<file path="config.mk">
export PLATFORM = sky130hd
export DESIGN_NAME = gcd_unit
export DESIGN_NICKNAME = d
export VERILOG_FILES = /design/src/rtl/gcd_pkg.sv /design/src/rtl/gcd_dpath.sv /design/src/rtl/gcd_ctrl.sv /design/src/rtl/gcd_unit.sv
export SDC_FILE = /design/constraint.sdc
export NUM_CORES = 1
export LEC_CHECK = 0
export BUFFER_PORTS_ARGS = -buffer_cell sky130_fd_sc_hd__buf_2
export CORE_AREA = 2 2 94 69
export CTS_BUF_LIST = sky130_fd_sc_hd__clkbuf_4 sky130_fd_sc_hd__clkbuf_8
export CTS_CLUSTER_SIZE = 24
export DETAILED_ROUTE_END_ITERATION = 6
export DIE_AREA = 0 0 96 71
export PLACE_DENSITY = 0.68
export SLEW_MARGIN = 10
export SYNTH_ARGS = -nofsm -noshare
export SYNTH_HDL_FRONTEND = slang
export SYNTH_SLANG_ARGS = --single-unit
</file>
<file path="constraint.sdc">
create_clock -name clk_i -period 2.53 [get_ports clk_i]
set_clock_uncertainty 0.05 [all_clocks]
set_input_delay 0.1265 -clock clk_i [delete_from_list [all_inputs] [get_ports clk_i]]
set_output_delay 0.1265 -clock clk_i [all_outputs]
set_load 0.03 [all_outputs]
</file>
<file path="src/rtl/gcd_pkg.sv">
package gcd_pkg;
  typedef enum logic [1:0] {ST_IDLE, ST_ITER, ST_HOLD} gcd_state_e;
  typedef enum logic [1:0] {A_FROM_IN, A_FROM_B, A_FROM_DIFF} a_sel_e;
  typedef enum logic {B_FROM_IN, B_FROM_A} b_sel_e;
endpackage

</file>
<file path="src/rtl/gcd_dpath.sv">
module gcd_dpath
  import gcd_pkg::*;
#(
  parameter int WIDTH = 16
) (
  input  logic             clk_i,
  input  logic             rst_ni,
  input  logic [WIDTH-1:0] in_a_i,
  input  logic [WIDTH-1:0] in_b_i,
  input  a_sel_e           a_sel_i,
  input  logic             a_en_i,
  input  b_sel_e           b_sel_i,
  input  logic             b_en_i,
  output logic             b_zero_o,
  output logic             a_lt_b_o,
  output logic [WIDTH-1:0] a_o
);
  logic [WIDTH-1:0] a_q, b_q, a_d, b_d, diff;

  assign diff = a_q - b_q;

  always_comb begin
    unique case (a_sel_i)
      A_FROM_IN:   a_d = in_a_i;
      A_FROM_B:    a_d = b_q;
      A_FROM_DIFF: a_d = diff;
      default:     a_d = a_q;
    endcase
  end

  assign b_d = (b_sel_i == B_FROM_A) ? a_q : in_b_i;

  always_ff @(posedge clk_i or negedge rst_ni) begin
    if (!rst_ni) begin
      a_q <= '0;
      b_q <= '0;
    end else begin
      if (a_en_i) a_q <= a_d;
      if (b_en_i) b_q <= b_d;
    end
  end

  assign b_zero_o = (b_q == '0);
  assign a_lt_b_o = (a_q < b_q);
  assign a_o      = a_q;
endmodule

</file>
<file path="src/rtl/gcd_ctrl.sv">
module gcd_ctrl
  import gcd_pkg::*;
(
  input  logic   clk_i,
  input  logic   rst_ni,
  input  logic   in_valid_i,
  input  logic   out_ready_i,
  input  logic   b_zero_i,
  input  logic   a_lt_b_i,
  output a_sel_e a_sel_o,
  output logic   a_en_o,
  output b_sel_e b_sel_o,
  output logic   b_en_o,
  output logic   in_ready_o,
  output logic   out_valid_o
);
  gcd_state_e state_q, state_d;

  always_comb begin
    state_d     = state_q;
    a_sel_o     = A_FROM_IN;
    b_sel_o     = B_FROM_IN;
    a_en_o      = 1'b0;
    b_en_o      = 1'b0;
    in_ready_o  = 1'b0;
    out_valid_o = 1'b0;
    unique case (state_q)
      ST_IDLE: begin
        in_ready_o = 1'b1;
        if (in_valid_i) begin
          a_en_o  = 1'b1;
          b_en_o  = 1'b1;
          state_d = ST_ITER;
        end
      end
      ST_ITER: begin
        if (a_lt_b_i) begin
          // swap: both registers load in the same cycle
          a_sel_o = A_FROM_B;
          b_sel_o = B_FROM_A;
          a_en_o  = 1'b1;
          b_en_o  = 1'b1;
        end else if (!b_zero_i) begin
          a_sel_o = A_FROM_DIFF;
          a_en_o  = 1'b1;
        end else begin
          state_d = ST_HOLD;
        end
      end
      ST_HOLD: begin
        out_valid_o = 1'b1;
        if (out_ready_i) state_d = ST_IDLE;
      end
      default: state_d = ST_IDLE;
    endcase
  end

  always_ff @(posedge clk_i or negedge rst_ni) begin
    if (!rst_ni) state_q <= ST_IDLE;
    else         state_q <= state_d;
  end
endmodule

</file>
<file path="src/rtl/gcd_unit.sv">
module gcd_unit
  import gcd_pkg::*;
#(
  parameter int WIDTH = 16
) (
  input  logic             clk_i,
  input  logic             rst_ni,
  input  logic             in_valid_i,
  output logic             in_ready_o,
  input  logic [WIDTH-1:0] in_a_i,
  input  logic [WIDTH-1:0] in_b_i,
  output logic             out_valid_o,
  input  logic             out_ready_i,
  output logic [WIDTH-1:0] out_gcd_o
);
  a_sel_e a_sel;
  b_sel_e b_sel;
  logic   a_en, b_en, b_zero, a_lt_b;

  gcd_ctrl u_ctrl (
    .clk_i      (clk_i),
    .rst_ni     (rst_ni),
    .in_valid_i (in_valid_i),
    .out_ready_i(out_ready_i),
    .b_zero_i   (b_zero),
    .a_lt_b_i   (a_lt_b),
    .a_sel_o    (a_sel),
    .a_en_o     (a_en),
    .b_sel_o    (b_sel),
    .b_en_o     (b_en),
    .in_ready_o (in_ready_o),
    .out_valid_o(out_valid_o)
  );

  gcd_dpath #(.WIDTH(WIDTH)) u_dpath (
    .clk_i   (clk_i),
    .rst_ni  (rst_ni),
    .in_a_i  (in_a_i),
    .in_b_i  (in_b_i),
    .a_sel_i (a_sel),
    .a_en_i  (a_en),
    .b_sel_i (b_sel),
    .b_en_i  (b_en),
    .b_zero_o(b_zero),
    .a_lt_b_o(a_lt_b),
    .a_o     (out_gcd_o)
  );
endmodule

</file>
==> results.txt <==
----------------------------------------------------
[Run status]
  Status ... complete, no violations

[Logic synthesis]
  Fraction of synthesis flops using an asynchronous set or reset pin ... 100%
  Complex-gate fraction of the synthesized area ... 27.7%
  Most frequent cells after synthesis ... 52 x sky130_fd_sc_hd__nand2_1, 34 x sky130_fd_sc_hd__dfrtp_1, 28 x sky130_fd_sc_hd__nor2_1
  Number of flops mapped to enable cells by yosys ... 0
  Number of standard cells after synthesis ... 309
  Area share of the leading cell type in the synthesized netlist ... 33.3%
  Post-Synth Adder-Cell Area ... 8.61%
  Most used standard cell by instance count after synthesis ... sky130_fd_sc_hd__nand2_1
  Post-synth top flop ... sky130_fd_sc_hd__dfrtp_1
  Mapped Nets ... 362
  Post-Syn Area per Cell ... 8.28 sq um
  Top cells by area in the synthesized netlist ... sky130_fd_sc_hd__dfrtp_1 33%, sky130_fd_sc_hd__ha_1 7.8%, sky130_fd_sc_hd__nand2_1 7.6%, sky130_fd_sc_hd__a22oi_1 5.9%, sky130_fd_sc_hd__o21ai_0 4.3%
  Syn. warnings ... 0
  Total of flip-flops plus latches after synthesis ... 34
  Largest family of logic cells by synthesized area ... compound AO/OA/AOI/OAI gates
  Synthesized-area fraction occupied by xor and xnor cells ... 2.40%
  Netlist area before placement ... roughly 2600 sq um
  Post-synthesis mux area share ... 0%
  Proportion of synthesized chip area in sequential cells ... 33.3%
  Cell taking the most area after synthesis ... sky130_fd_sc_hd__dfrtp_1
  Number of distinct library cell variants in the gate-level netlist after synthesis ... 52
  Synth Area in Simple Gates ... roughly 21%

[Critical path]
  Most common cell on crit path ... sky130_fd_sc_hd__nand2_1
  Worst R2R Setup Slack ... 0.001 ns
  Largest incremental delay on the critical path ... between 0.4 and 0.5 ns
  Critical path launch point type ... flop
  Crit end category ... flop
  Highest-delay cell along the critical path ... sky130_fd_sc_hd__dfrtp_1
  Req. time, crit path ... between 2 and 3 ns
  Critical-path cell list ... ha_4 > fa_2 > nand2b_4 > a211oi_4 > o311ai_4 > and3_4 > buf_12 > nor2_4 > nand2_1 > nand2_1
  Critical Path Fanout Max ... 8
  Worst Setup Path Type ... flop to flop
  Top Family by Delay on Critical Path ... simple AND/OR/NAND/NOR gates
  Arrival time at the worst endpoint ... roughly 2.7 ns
  Number of buffer and inverter instances along the worst setup path ... 1

[Timing]
  Min cycle time layout ... 2.53 ns
  Fmax ... 395 MHz
  RSZ-0062 raised after global routing ... yes
  Slew at the pin closest to its max-slew limit ... 0.852 ns
  Final Hold Viols ... 0
  Count of final max-slew check failures ... 0
  Fin crit share ... 100%
  Number of setup violations in the final report ... 0
  Max-Slew Margin vs Limit ... 43.2%
  Setup TNS ... 0 ns

[Floorplanning]
  Number of top-level pins ... 54
  Number of cell rows ... 24
  Initial standard-cell utilization of the core ... 42.8%
  Height of the die ... 71 microns
  Die footprint ... 6820 sq um
  Floorplan core area ... 5980 sq um
  Die span in x ... 96 microns

[Layout]
  P&R area growth vs syn ... 32.0%
  Layout cells sized above 1 ... 29.2%
  Count of inserted antenna diode cells ... 0
  Number of filler instances in the final layout ... 564
  Net count reported at finish ... 443

[CTS]
  Source-to-sink clock delay at the later pin of the worst-skew pair ... between 0.2 and 0.3 ns
  Clock sink total ... 34
  Clock slew seen by the registers of the worst setup and hold paths ... roughly 0.070 ns
  Number of clock buffers inserted by TritonCTS ... 5
  CTS tree ... built
  Number of buffers on the longest clock path ... 2
  Root buf cell ... sky130_fd_sc_hd__clkbuf_8
  H-tree depth reported by CTS ... 2

[Place]
  Placed wire-length estimate ... 5440 microns
  Routability congestion estimate from global placement ... 0.871
  Port Buf Inserts ... between 50 and 60

[Route]
  Number of antenna-violating nets in the routed design ... 0
  Routed via count divided by cell count ... 5.67
  Final routed wire length divided by cell count ... 17.1 microns
  Initial drt markers ... 226
  Wire length reported by the detailed router ... 8030 microns
  Detailed-router iteration count before antenna repair ... 4
  Total number of vias ... 2661
  Total DRC errors in the routed layout ... 0

[GRT]
  Total global routing overflow ... 0
  Global-route wire length before repair ... 11900 microns
  Global router's overall resource usage ... 22.7%
  Initial antenna violation count ... 0
  Number of global-route vias before repair ... approximately 2400
  Pin count of the biggest net entering global routing ... 35

[Worst hold path]
  Hold Crit Class ... primary input to flop

[Run]
  Maxcap violations ... 0

----------------------------------------------------
==> placed cells by master, fill, tap and decap left out, types with 2 or more instances in the layout <==
master,synthesis,layout
sky130_fd_sc_hd__buf_2,2,53
sky130_fd_sc_hd__nand2_1,52,52
sky130_fd_sc_hd__dfrtp_1,34,33
sky130_fd_sc_hd__nor2_1,28,27
sky130_fd_sc_hd__o21ai_0,22,21
sky130_fd_sc_hd__buf_4,2,21
sky130_fd_sc_hd__a22oi_1,20,20
sky130_fd_sc_hd__inv_1,20,19
sky130_fd_sc_hd__a21oi_1,19,19
sky130_fd_sc_hd__ha_1,16,15
sky130_fd_sc_hd__a31oi_1,9,9
sky130_fd_sc_hd__clkbuf_8,0,8
sky130_fd_sc_hd__nand2b_1,8,7
sky130_fd_sc_hd__nor3_1,8,6
sky130_fd_sc_hd__buf_6,5,6
sky130_fd_sc_hd__xnor2_1,5,5
sky130_fd_sc_hd__nor2b_1,4,4
sky130_fd_sc_hd__nor4_1,4,4
sky130_fd_sc_hd__o21a_1,4,4
sky130_fd_sc_hd__o21ai_1,3,3
sky130_fd_sc_hd__o2111ai_1,3,3
sky130_fd_sc_hd__nand3b_1,3,3
sky130_fd_sc_hd__a211oi_4,1,2
sky130_fd_sc_hd__o211ai_1,2,2
sky130_fd_sc_hd__or3_1,2,2
sky130_fd_sc_hd__nor3_2,0,2
sky130_fd_sc_hd__xor2_1,2,2
sky130_fd_sc_hd__a32oi_1,2,2
sky130_fd_sc_hd__clkbuf_16,0,2
sky130_fd_sc_hd__dlygate4sd3_1,0,2
==> state kept, by name, summed over array words and instances, names as in the netlist <==
| register | flops |
|---|---|
| u_dpath.a_o | 16 |
| u_dpath.b_q | 16 |
| u_ctrl.state_q | 2 |
==> worst reg2reg max path: stages, from the launching register on <==
cell                       delay [ns]
sky130_fd_sc_hd__dfrtp_1         0.42
sky130_fd_sc_hd__ha_4            0.19
sky130_fd_sc_hd__fa_2            0.35
sky130_fd_sc_hd__nand2b_4        0.18
sky130_fd_sc_hd__a211oi_4        0.32
sky130_fd_sc_hd__o311ai_4        0.14
sky130_fd_sc_hd__and3_4          0.24
sky130_fd_sc_hd__buf_12          0.16
sky130_fd_sc_hd__nor2_4          0.25
sky130_fd_sc_hd__nand2_1         0.10
sky130_fd_sc_hd__nand2_1         0.07
==> cells by family after synthesis <==
| group | Yosys count |
|---|---|
| simple gates | 117 |
| compound gates | 102 |
| flops | 34 |
| buf+inv | 32 |
| fa+ha+maj | 17 |
| xor+xnor | 7 |
==> area by class of cell <==
cell class / count / area, sq um / share of cell area, %
Multi-Input combinational cell: 244 / 1660 / 49.2
Clock buffer: 8 / 110 / 3.26
Inverter: 20 / 75.1 / 2.22
Tap cell: 78 / 97.6 / 2.89
Sequential cell: 34 / 852 / 25.2
Timing Repair Buffer: 85 / 581 / 17.2
==> timing repair <==
item / in CTS / in global routing
hold buffers: 2 / 0
pin swaps: 2 / 18
resized for setup: 3 / 22
buffers inserted: 0 / 3
hold endpoints to repair: 35 / 0
cloned: 0 / 4
setup endpoints to repair: 32 / 32
==> per-layer routing <==
layer / GRT usage, % / part of all wire [%]
met1: 35.2 / 48
met2: 32.4 / 43
met3: 4.90 / 7.8
met4: 4.44 / 0.85
met5: 0 / 0
==> metrics by stage <==
stage	instance area, sq um	std cells	utilization, %	hold WS (ns)	setup WS [ns]
finish	3380	469	56.5	0.0141	0.00107
global route	3380	469	56.5	0.0247	-0.0701
CTS	3180	462	53.2	0.0100	0.0136
detailed placement	3040	452	50.8	0.217	-0.0800
global placement	3040	452	50.8	0.204	0.00405
floorplan	2570	309	-	-0.219	0.0111
==> final timing paths <==
| check | from | to | depth (start not counted) |
|---|---|---|---|
| worst max-delay path | u_dpath.b_q[0]$_DFFE_PN0P_ | u_dpath.b_q[2]$_DFFE_PN0P_ | 10 |
| worst min-delay path | in_b_i[11] | u_dpath.b_q[11]$_DFFE_PN0P_ | 3 |
| worst max register to register | u_dpath.b_q[0]$_DFFE_PN0P_ | u_dpath.b_q[2]$_DFFE_PN0P_ | 10 |
| worst min register to register | u_dpath.b_q[12]$_DFFE_PN0P_ | u_dpath.b_q[12]$_DFFE_PN0P_ | 2 |
| max in group asynchronous | rst_ni | u_dpath.a_o[0]$_DFFE_PN0P_ | 2 |
| min in group asynchronous | rst_ni | u_dpath.b_q[14]$_DFFE_PN0P_ | 2 |
Power is left out: the tool's default activity adds up to more than one toggle a clock period on the data nets, which glitch-free logic cannot reach.
